**src/rtl/trim_store_ctrl.sv**
```systemverilog
`timescale 1ns/1ps
module trim_store_ctrl #(
  parameter int DATA_W   = 10,
  parameter int SLOTS    = 50,
  parameter int PWR_CYC  = 400000,
  parameter int RST_CYC  = 120000,
  parameter int PROG_CYC = 70000000,
  parameter int RDBK_CYC = 1200,
  parameter int WR_CYC   = 120,
  parameter int WRP_CYC  = 400,
  parameter int GAP_CYC  = 100,
  localparam int UW      = $clog2(SLOTS + 1)
) (
  input  logic              clk,
  input  logic              por_n,
  input  logic              rst_n,
  input  logic              cmd_valid,
  input  logic [15:0]       cmd_frame,
  output logic [DATA_W-1:0] wiper,
  output logic              busy,
  output logic [UW-1:0]     slots_used,
  output logic [DATA_W-1:0] rd_data,
  output logic              rd_valid
);
  localparam int AW  = $clog2(SLOTS);
  localparam int M1  = (PWR_CYC > RST_CYC) ? PWR_CYC : RST_CYC;
  localparam int M2  = (PROG_CYC > RDBK_CYC) ? PROG_CYC : RDBK_CYC;
  localparam int M3  = (WR_CYC > WRP_CYC) ? WR_CYC : WRP_CYC;
  localparam int M12 = (M1 > M2) ? M1 : M2;
  localparam int TMAX = (M12 > M3) ? M12 : M3;
  localparam int TW  = $clog2(TMAX + 1);
  localparam int GW  = $clog2(GAP_CYC + 1);
  localparam logic [DATA_W-1:0] MID = {1'b1, {(DATA_W-1){1'b0}}};

  typedef enum logic [1:0] {OP_WR, OP_ST, OP_RS, OP_RB} op_t;

  logic [DATA_W-1:0] mem [SLOTS];
  logic [TW-1:0]     timer;
  logic [GW-1:0]     gap;
  op_t               op;
  logic              we, perf;
  logic [DATA_W-1:0] prog_d;
  logic [UW-1:0]     rb_a, last_i;

  wire [3:0]        code = cmd_frame[13:10];
  wire [DATA_W-1:0] din  = cmd_frame[9 -: DATA_W];
  wire acc  = cmd_valid && (cmd_frame[15:14] == 2'b00) && !busy && (gap == '0);
  wire done = (timer == TW'(1));

  assign busy   = (timer != '0);
  assign last_i = slots_used - 1'b1;
  wire [DATA_W-1:0] latest = (slots_used == '0) ? MID : mem[last_i[AW-1:0]];

  always_ff @(posedge clk)
    if (rst_n && done && op == OP_ST) mem[slots_used[AW-1:0]] <= prog_d;

  always_ff @(posedge clk or negedge por_n) begin
    if (!por_n) begin
      wiper <= MID; slots_used <= '0; timer <= TW'(PWR_CYC); op <= OP_RS;
      we <= 1'b0; perf <= 1'b0; rd_valid <= 1'b0; rd_data <= '0;
      gap <= '0; prog_d <= '0; rb_a <= '0;
    end else if (!rst_n) begin
      timer <= TW'(RST_CYC); op <= OP_RS;
      we <= 1'b0; perf <= 1'b0; rd_valid <= 1'b0; gap <= '0;
    end else begin
      if (gap != '0) gap <= gap - 1'b1;
      if (busy) timer <= timer - 1'b1;
      if (done) begin
        case (op)
          OP_RS: wiper <= latest;
          OP_ST: slots_used <= slots_used + 1'b1;
          OP_RB: begin
            rd_data  <= (rb_a < slots_used) ? mem[rb_a[AW-1:0]] : '0;
            rd_valid <= 1'b1;
          end
          default: ;
        endcase
      end
      if (acc) begin
        gap <= GW'(GAP_CYC - 1);
        rd_valid <= 1'b0;
        case (code)
          4'h1: if (we) begin
            wiper <= din; op <= OP_WR;
            timer <= perf ? TW'(WRP_CYC) : TW'(WR_CYC);
          end
          4'h2: begin rd_data <= wiper; rd_valid <= 1'b1; end
          4'h3: if (we && slots_used < UW'(SLOTS)) begin
            prog_d <= wiper; timer <= TW'(PROG_CYC); op <= OP_ST;
          end
          4'h4: begin timer <= TW'(RST_CYC); op <= OP_RS; end
          4'h5: begin
            rb_a <= UW'(cmd_frame[AW-1:0]); timer <= TW'(RDBK_CYC); op <= OP_RB;
          end
          4'h7: begin we <= cmd_frame[0]; perf <= cmd_frame[1]; end
          default: ;
        endcase
      end
    end
  end


  slots_bound_chk: assert property (@(posedge clk) disable iff (!por_n)
    slots_used <= UW'(SLOTS));

  slots_step_chk: assert property (@(posedge clk) disable iff (!por_n)
    (slots_used == $past(slots_used)) || (slots_used == $past(slots_used) + 1'b1));

  locked_write_chk: assert property (@(posedge clk) disable iff (!por_n || !rst_n)
    (acc && code == 4'h1 && !we) |=> $stable(wiper));

  full_refuse_chk: assert property (@(posedge clk) disable iff (!por_n || !rst_n)
    (acc && code == 4'h3 && slots_used == UW'(SLOTS)) |=> !busy);

  reset_busy_chk: assert property (@(posedge clk) disable iff (!por_n)
    $rose(rst_n) |-> busy);
endmodule

```
**config.mk**
```make
export PLATFORM = sky130hd
export DESIGN_NAME = trim_store_ctrl
export DESIGN_NICKNAME = d
export VERILOG_FILES = /design/src/rtl/trim_store_ctrl.sv
export SDC_FILE = /design/constraint.sdc
export NUM_CORES = 1
export LEC_CHECK = 0
export ABC_AREA = 1
export BUFFER_PORTS_ARGS = -buffer_cell sky130_fd_sc_hd__buf_2
export CORE_MARGIN = 4
export CORE_UTILIZATION = 50
export DETAILED_ROUTE_END_ITERATION = 10
export HOLD_SLACK_MARGIN = 0.06
export PLACE_DENSITY = 0.75
export SKIP_CTS_REPAIR_TIMING = 1
export SLEW_MARGIN = 20
export SYNTH_ARGS = -nofsm -noshare
export SYNTH_HDL_FRONTEND = slang
export SYNTH_SLANG_ARGS = --single-unit
```
**constraint.sdc**
```tcl
create_clock -name clk -period 5.4 [get_ports clk]
set_input_delay 0.27 -clock clk [delete_from_list [all_inputs] [get_ports clk]]
set_output_delay 0.27 -clock clk [all_outputs]
set_load 0.01 [all_outputs]
```
## After elaboration in Yosys (flattened, before gate mapping)

Memory sizes are Yosys's and may differ from the RTL's.
Index checks and enable logic that the tools add are counted.

| word-level totals | value |
|---|---|
| bits in registers | 81 |
| bits in latches | 0 |
| bits in writable memories | 500 |
| ROM bits | 0 |
| bits of input ports | 20 |
| output and inout bits | 28 |
| word-level logic and storage cells | 93 |
| memories | 1 |

| cells by class | value |
|---|---|
| add/subtract/negate cells | 4 |
| multipliers | 0 |
| div/mod/pow operators | 0 |
| order comparisons | 2 |
| eq/ne operators | 18 |
| shift operators | 0 |
| multiplexer cells | 39 |
| bitwise gates (word level) | 0 |
| reduce and logical (&&, ||, !) cells | 18 |

Memories:

| name | words | bits a word | read ports | clocked after Yosys merged registers in | wr ports | line | source |
|---|---|---|---|---|---|---|---|
| mem | 50 | 10 | 2 | 0 | 1 | 37 | `logic [DATA_W-1:0] mem [SLOTS];` |

Operators with widths:

| operator | number |
|---|---|
| 2-to-1 mux 27 bit | 5 |
| 2-to-1 mux 10 bit | 11 |
| case mux 27 bit (4 select lines) | 1 |
| == test 27 x 1 -> 1 bit, second input constant | 1 |
| nonzero test 27 bit | 1 |
| subtractor 27 x 1 -> 27 bit, second input constant | 1 |
| 2-to-1 mux 7 bit | 3 |
| 2-to-1 mux 1 bit | 13 |
| == test 4 x 3 -> 1 bit, second input constant | 3 |
| 2-to-1 mux 9 bit | 1 |
| != test 3 x 1 -> 1 bit, second input constant | 3 |
| == test 4 x 2 -> 1 bit, second input constant | 2 |
| 2-to-1 mux 2 bit | 4 |
| case mux 2 bit (4 select lines) | 1 |
| AND reduction 4 bit | 2 |
| zero test 7 bit | 1 |
| nonzero test 7 bit | 1 |
| subtractor 7 x 1 -> 7 bit, second input constant | 1 |
| adder 6 x 1 -> 6 bit, second input constant | 1 |
| logical AND 1 bit | 6 |
| zero test 6 bit | 1 |
| less-than comparator 6 bit | 1 |
| less-than comparator 6 bit, second input constant | 1 |
| != test 3 bit, second input constant | 2 |
| 10 further kinds | 14 |

## Logic depth before layout (Yosys ltp)

Gate-level depths: netlist of the first run.
An unclocked memory read counts as a cell.

| logic depth | value |
|---|---|
| word-level depth | 8 |
| gate-level depth with buffers | 20 |
| depth with buffers taken out | 14 |

## Worst setup path after synthesis of the first run

No wires, ideal clock.

| timing | value |
|---|---|
| kind | register -> register |
| start | reg timer[14] |
| end | mem mem[15][0] (enable) |
| library setup time | 0.404 ns |
| data arrival time | 2.478 ns |
| required time | 4.996 ns |
| path slack | 2.518 ns |
| stages on the path, launching flop included | 10 |
| buffers on the path | 0 |
| period minus slack after synthesis | 2.882 ns |
| cells stage by stage | dfrtp_1 > nor2_1 > nand2_1 > nor2_2 > nand3_1 > nor3b_1 > nand2_1 > clkinv_1 > nand2_1 > nor4_1 |

| between the ends | value |
|---|---|
| longest elaborated chain between the ends | 5 |

Ends and longest elaborated chain:

| element | line | source |
|---|---|---|
| start, declared | 38 | `logic [TW-1:0] timer;` |
| start signal, assigned | 67 | `if (busy) timer <= timer - 1'b1;` |
| start signal, assigned | 85 | `timer <= perf ? TW'(WRP_CYC) : TW'(WR_CYC);` |
| == test 27 x 1 -> 1 bit | 48 | `wire done = (timer == TW'(1));` |
| logical AND 1 bit (2 in series) | 55 | `if (rst_n && done && op == OP_ST) mem[slots_used[AW-1:0]] <= prog_d;` |
| 2-to-1 mux 1 bit | 55 |  |
| 2-to-1 mux 1 bit (not written as such) | 55 |  |
| end, declared | 37 |  |

Every way passes these cells.

## Worst setup path in the final report of the first run

| timing | value |
|---|---|
| start | reg slots_used[0] |
| end | reg wiper[3] |

| between the ends | value |
|---|---|
| longest elaborated chain between the ends | 8 |
| elaborated cells between the ends (all ways) | 9 |
| those cells by class | add/sub: 1; mux: 6; reduce/logical: 1; memory: 1 |

Ends and longest elaborated chain:

| element | line | source |
|---|---|---|
| start, declared | 21 | `output logic [UW-1:0] slots_used,` |
| start signal, assigned | 71 | `OP_ST: slots_used <= slots_used + 1'b1;` |
| subtractor 6 x 1 -> 6 bit | 51 | `assign last_i = slots_used - 1'b1;` |
| memory read (50 x 10 bit) | n/a |  |
| 2-to-1 mux 10 bit (*) | 52 | `wire [DATA_W-1:0] latest = (slots_used == '0) ? MID : mem[last_i[AW-1:0]];` |
| 2-to-1 mux 10 bit (*) | 69 | `case (op)` |
| 2-to-1 mux 10 bit (*) | 68 | `if (done) begin` |
| 2-to-1 mux 10 bit | 83 | `4'h1: if (we) begin` |
| 2-to-1 mux 10 bit | 82 | `case (code)` |
| 2-to-1 mux 10 bit (*) | 79 | `if (acc) begin` |
| end signal, assigned | 70 | `OP_RS: wiper <= latest;` |
| end, declared | 19 | `output logic [DATA_W-1:0] wiper,` |

Every way passes the cells marked *; elsewhere a longest branch is shown, timed or not.
A chain may end at the register's enable or synchronous reset.

==> results.toml, run 1 <==
[placed_design]
dp_slack_ns = 1.41
hpwl_mm = 56.0
portBuffers = 47
gp_congestion = 0.954

[synthesis]
synth_cells = 3328
synth_edf_count = 500
yosysWarnings = 0
syn_area_mm2 = 0.0299
mappedNetlistNets = 3360
synthArstFlopShare_pct = 13.9
synth.avg_cell_area_um2 = 8.97
synth_cell_types = 47
ys_ff_latch = 581
ys.flop_type = "edfxtp_1"
ys_seq_area_share_pct = 57.1

[worst_setup_path]
cp.arrival_ns = 4.71
cp-end-kind = "flip-flop"
r2r-end = "wiper[3]$_DFFE_PN0P_"
rr_startpoint = "slots_used[0]$_DFFE_PN0P_"
cp_data_required_time_ns = 5.97
crit_fanout = 89
worstSetupPathType = "flip-flop to flip-flop"
crit_path_start_kind = "flip-flop"
worstRegToRegCells = 14
worstSetupEndpoint = "wiper[3]$_DFFE_PN0P_"
crit_start = "slots_used[0]$_DFFE_PN0P_"
rrSetupSlack_ns = 1.26

[route]
viasPerCell = 6.09
drt_iter0_markers = 3402
drc = 0
dr.pass1.iters = 6
routed-via-count = 24900
ant_nets = 0
wl_per_cell_um = 22.3
wirelength_mm = 91.2

[cells_and_area]
layout-drive-gt1-share_pct = 7.92
synthToLayoutAreaGrowth_pct = 9.85
fin_util_pct = 55.6
final_nets = 3301
antenna_cells = 0

[pwr]
power_mw = 9.56
ir_worst_vdd_uv = 273
power.density_mw_per_mm2 = 291
p_leak_nw = 12.2

[clocking]
root_buffer = "clkbuf_16"
cts-htree-levels = 2
clockBufferDepth = 3
clkSinkCount = 581
clock_latency_ns = 0.65
cts_buffers = 60
cts_tree = "yes"
clkTransAtPathRegs_ns = 0.06

[grt]
grt_antenna_before_repair = 0
grt_usage_pct = 27.9
grt_pass1_wl_mm = 138
grt_pass1_vias = 23500
grt_overflow = 0
grt_max_degree = 215

[die]
num_io_pins = 48
core_area_mm2 = 0.0590
die_w_um = 252
initial_utilization_pct = 50.6
die_y_um = 252
die_area_mm2 = 0.0637
rows = 89

[sta]
timing.final.ws_setup_ns = 1.26
setup_tns_ns = 0
setup_viol = 0
hold_viol_final = 0
holdWs_ns = 0.0594
final_max_slew_viol_count = 0
fin_skew_ns = 0.0263
rsz0062_at_grt = "false"
clock.fmax_ghz = 0.241
tightest_slew_ns = 1.14
relSlewSlack_pct = 23.4
fin_crit_ns = 4.14
min_period_over_period_pct = 76.8

[flow_run]
maxCapViolCount = 0

[worst_hold_path]
hold_path.class = "input port to flip-flop"

[status]
status = "complete, no violations"
## Yosys cell counts, drive strengths merged (7+ instances only)
library cell / n / area share [%]
o21ai: 344 / 5.8
nor3: 25 / 0.46
inv: 313 / 3.9
o211ai: 130 / 3.3
buf: 77 / 1.3
nand3: 523 / 8.8
nor4: 7 / 0.15
nor2: 247 / 3.3
xor2: 17 / 0.52
ha: 12 / 0.50
clkbuf: 154 / 1.9
a21oi: 300 / 5.0
nand4: 12 / 0.25
nand2: 557 / 7.1
dfstp: 8 / 0.70
dfrtp: 73 / 6.1
edfxtp: 500 / 50
## kinds of logic (layout without fill, tap and decap cells)
group,Yosys count,count (layout),share of synthesized area (%)
simple gates,1382,1382,20.3
compound gates,788,788,14.4
flops,581,581,57.1
buf+inv,547,539,7.16
xor+xnor,18,18,0.553
fa+ha+maj,12,12,0.503
## where the power goes
group | switching [mW] | total (mW) | internal [mW]
Clock | 1.79 | 4.30 | 2.51
Combinational | 0.210 | 0.331 | 0.121
Sequential | 0.0631 | 4.93 | 4.86
## registers in the layout (all words and copies together), names as in the netlist
register and cells:
rd_data 10, rd_valid 1, timer 27, op 2, rb_a 6, slots_used 6
prog_d 10, mem 500, gap 7, we 1, perf 1, wiper 10
## cell type report
type | count | area, um^2
Fill cell | 5209 | 26200
Sequential cell | 581 | 17100
Multi-Input combinational cell | 2200 | 10700
Clock buffer | 76 | 1630
Inverter | 316 | 1190
Tap cell | 773 | 967
Timing Repair Buffer | 110 | 798
Clock inverter | 37 | 398
## worst min-delay path by stage
| stage | cells after the start | slack [ns] | end | startpoint |
|---|---|---|---|---|
| 2_1_floorplan | 0 | -0.03 | gap[0]$_DFFE_PN0P_ | por_n |
| 3_3_place_gp | 1 | 0.28 | timer[26]$_DFF_PN0_ | por_n |
| 3_5_place_dp | 1 | 0.28 | timer[26]$_DFF_PN0_ | por_n |
| 4_1_cts | 1 | -0.38 | timer[26]$_DFF_PN0_ | por_n |
| 5_1_grt | 2 | 0.10 | timer[21]$_DFF_PN0_ | rst_n |
| 6_report | 5 | 0.06 | wiper[7]$_DFFE_PN0P_ | cmd_frame[7] |
## stage by stage
stage / instance area (um^2) / instances
2_1_floorplan: 29900 / 3328
3_5_place_dp: 30700 / 3970
6_report: 32800 / 4093
3_3_place_gp: 30600 / 3970
5_1_grt: 32800 / 4093
4_1_cts: 32700 / 4083
## critical path, stage by stage (launching register included)
cell     delay [ns]
dfrtp_4        1.01
inv_4          0.38
ha_1           0.48
inv_6          0.57
buf_12         0.33
a21oi_1        0.06
o21ai_0        0.12
nand3_1        0.14
nand3_1        0.25
nand3_1        0.21
nand3_1        0.17
nand3_1        0.08
nand2_1        0.06
nand2_1        0.04
nand2_1        0.06
## per-layer routing
metal,vias to the layer above,track usage (%),wire (um)
met5,-,0,0
met4,0,14.6,4970
met3,285,4.19,9740
met2,1546,43.8,41900
met1,11600,38.0,34600
li1,11500,-,-
## layout by cell type (no fill, tap or decap), types with 24 or more instances in the layout
cell / instances
nor3_1: 24
clkbuf_16: 61
inv_1: 304
edfxtp_1: 500
nand3_1: 521
buf_2: 46
dfrtp_1: 59
nor2_1: 228
o21ai_0: 343
buf_4: 49
nand2_1: 554
o211ai_1: 130
a21oi_1: 300
Note: power is estimated with default switching activity, not from simulation.
==> inputs of run 2 (changes only) <==
--- a/config.mk
+++ b/config.mk
@@ -5,13 +5,13 @@
 export SDC_FILE = /design/constraint.sdc
 export NUM_CORES = 1
 export LEC_CHECK = 0
-export ABC_AREA = 1
+export ABC_AREA = 0
 export BUFFER_PORTS_ARGS = -buffer_cell sky130_fd_sc_hd__buf_2
 export CORE_MARGIN = 4
 export CORE_UTILIZATION = 50
 export DETAILED_ROUTE_END_ITERATION = 10
 export HOLD_SLACK_MARGIN = 0.06
-export PLACE_DENSITY = 0.75
+export PLACE_DENSITY = 0.77
 export SKIP_CTS_REPAIR_TIMING = 1
 export SLEW_MARGIN = 20
 export SYNTH_ARGS = -nofsm -noshare
==> constraint.sdc (replaced) <==
create_clock -name clk -period 3.35 [get_ports clk]
set_input_delay 0.1675 -clock clk [delete_from_list [all_inputs] [get_ports clk]]
set_output_delay 0.1675 -clock clk [all_outputs]
set_load 0.01 [all_outputs]
==> run 2 against run 1 <==
  * Non-clock buffer count increased by 85
  * Total power rose by 55%
  * Highest routed layer unchanged
  * Sequential share of layout area increased by 1.7 points
  * Synthesized cell count shrank 49%
  * Clock skew up 0.013 ns
  * Critical path depth shrank 5
==> results.toml, run 2 <==
[cells_and_area]
largest_register_ffs = 500
final_common_cell = "edfxtp_1"
layout-drive-gt1-share_pct = 29.9
synthToLayoutAreaGrowth_pct = 13.8
final_nets = 1866
antenna_cells = 0
final_cell_mix = "edfxtp_1, mux4_2, buf_4, nor2_1, nand2_1"

[route]
dr.pass1.iters = 5
wl_per_cell_um = 30.9
ant_nets = 0
drc = 0
drt_iter0_markers = 2487
viasPerCell = 6.87
routed-via-count = 18100
wirelength_mm = 81.2

[sta]
setup_viol = 0
fin_skew_ns = 0.0393
clock.fmax_ghz = 0.305
tightest_slew_ns = 1.03
fin_crit_ns = 3.28
final_max_slew_viol_count = 0
rsz0062_at_grt = "true"
relSlewSlack_pct = 31.0
min_period_over_period_pct = 97.8
holdWs_ns = 0.0225
hold_viol_final = 0

[worst_hold_path]
worstHoldStart = "cmd_frame[11]"
hold_path.class = "input port to flip-flop"
min_to = "timer[4]$_DFF_PN0_"
whs_path_depth = 4

[worst_setup_path]
worstSetupPathType = "flip-flop to flip-flop"
rrSetupSlack_ns = 0.07
crit_path_start_kind = "flip-flop"
worstRegToRegCells = 9
cp-end-kind = "flip-flop"
crit_fanout = 47
rr_startpoint = "slots_used[0]$_DFFE_PN0P_"
crit_start = "slots_used[0]$_DFFE_PN0P_"
cp_data_required_time_ns = 3.86
r2r-end = "wiper[0]$_DFFE_PN0P_"
cp.arrival_ns = 3.79

[grt]
grt_max_degree = 82
busiest_layer = "met2"
met1_usage_pct = 37.9
grt_antenna_before_repair = 1
grt_pass1_wl_mm = 120
grt_overflow = 0
globalRouteMet3Util_pct = 8.38
grt_usage_pct = 27.1
grt_pass1_vias = 17800
use_met2_pct = 41.3

[pwr]
p_comb_share_pct = 2.3
p_sw_mw = 3.06
p_sw_share_pct = 20.7
p_leak_nw = 11.7
power.density_mw_per_mm2 = 466
ir_worst_vdd_uv = 444
power.clock.fraction_pct = 44.6
seq_power_share_pct = 53.1
power_mw = 14.8
intPower_mw = 11.7

[clocking]
cts_tree = "yes"
cts-htree-levels = 2
clock_latency_ns = 0.64
root_buffer = "clkbuf_16"
clkSinkCount = 581
clkTransAtPathRegs_ns = 0.07
cts_buffers = 59
clockBufferDepth = 3

[placed_design]
hpwl_mm = 53.9
gp_congestion = 1.08
portBuffers = 47

[synthesis]
synth_top_area_share_pct = 53.8
yosysWarnings = 0
synth_largest_area_cell = "edfxtp_1"
syn_area_mm2 = 0.0279
synth.most_common_cell = "edfxtp_1"
synth_cell_types = 72
synth_commonest_cells = "edfxtp_1, mux4_2, nor2_1"
synth_edf_count = 500
synth_cells = 1699
synthArstFlopShare_pct = 13.9
mappedNetlistNets = 1731
synth.avg_cell_area_um2 = 16.4
ys.flop_type = "edfxtp_1"
synth.top_cells.by_area = "edfxtp_1, mux4_2, dfrtp_1"
ys_seq_area_share_pct = 61.1
ys_ff_latch = 581

[die]
core_area_mm2 = 0.0552
die_y_um = 244
die_w_um = 244
initial_utilization_pct = 50.5
die_area_mm2 = 0.0596
num_io_pins = 48
rows = 86

[status]
status = "complete, no violations"

[flow_run]
maxCapViolCount = 0
run 2: changes by cell type in the layout (fill, tap and decap cells not counted), moves of 26 or more:
| cell | change |
|---|---|
| nand2_1 | -483 |
| buf_4 | +80 |
| nand3_1 | -491 |
| mux2i_1 | +34 |
| nor2b_1 | +26 |
| xnor2_1 | +27 |
| mux4_2 | +243 |
| a22oi_1 | +43 |
| inv_1 | -283 |
| o21ai_0 | -308 |
| a21oi_1 | -243 |
| o211ai_1 | -118 |
| nor2_1 | -135 |
run 2: per-layer routing:
layer | routed length [um] | share of wire (%)
met2 | 37200 | 46
met3 | 11500 | 14
met4 | 2670 | 3.3
met1 | 29800 | 37
met5 | 0 | 0
run 2: through the flow:
| stage | setup WS [ns] | TNS, ns | area (um^2) | cells | utilization, % |
|---|---|---|---|---|---|
| 4_1_cts | 0.146 | 0 | 31600 | 2617 | 57.2 |
| 2_1_floorplan | 0.0325 | 0 | 27900 | 1699 | - |
| 3_3_place_gp | 0.160 | 0 | 29600 | 2507 | 53.7 |
| 5_1_grt | -0.0551 | -0.135 | 31700 | 2631 | 57.5 |
| 3_5_place_dp | 0.155 | 0 | 29600 | 2507 | 53.7 |
| 6_report | 0.0726 | 0 | 31700 | 2631 | 57.5 |
run 2: worst max-delay path by stage:
stage / cells past startpoint / endpoint
2_1_floorplan: 12 / wiper[2]$_DFFE_PN0P_
3_3_place_gp: 7 / rd_data[5]$_DFFE_PN0P_
3_5_place_dp: 8 / wiper[9]$_DFFE_PN1P_
4_1_cts: 7 / rd_data[2]$_DFFE_PN0P_
5_1_grt: 8 / wiper[3]$_DFFE_PN0P_
6_report: 9 / wiper[0]$_DFFE_PN0P_
run 2: layout make-up:
class / count / area (um^2)
Inverter: 24 / 90.1
Clock inverter: 37 / 334
Sequential cell: 581 / 17100
Fill cell: 4063 / 23500
Multi-Input combinational cell: 973 / 10300
Tap cell: 748 / 936
Timing Repair Buffer: 195 / 1460
Clock buffer: 73 / 1600
run 2: logic make-up after synthesis:
logic type,Yosys count,synth area share [%]
flops,581,61.1
buf+inv,145,2.25
xor+xnor,37,1.16
mux,287,21.2
fa+ha+maj,12,0.538
simple gates,349,6.57
compound gates,288,7.13
run 2: power by group through the flow:
stage          logic, mW  registers, mW  clock network [mW]
2_1_floorplan      0.237           7.99                   0
3_3_place_gp       0.312           7.99                   0
3_5_place_dp       0.325           8.00                   0
4_1_cts            0.330           7.85                6.65
5_1_grt            0.391           7.85                6.99
6_report           0.340           7.85                6.60
run 2: critical path, cell delays in order (launching register included):
cell and delay [ns]:
dfrtp_4 0.50, inv_1 0.17, ha_4 0.52, buf_12 0.33, buf_4 0.33, buf_4 0.25, mux4_2 0.36, a21oi_1 0.17
a31oi_1 0.18, a21o_1 0.23
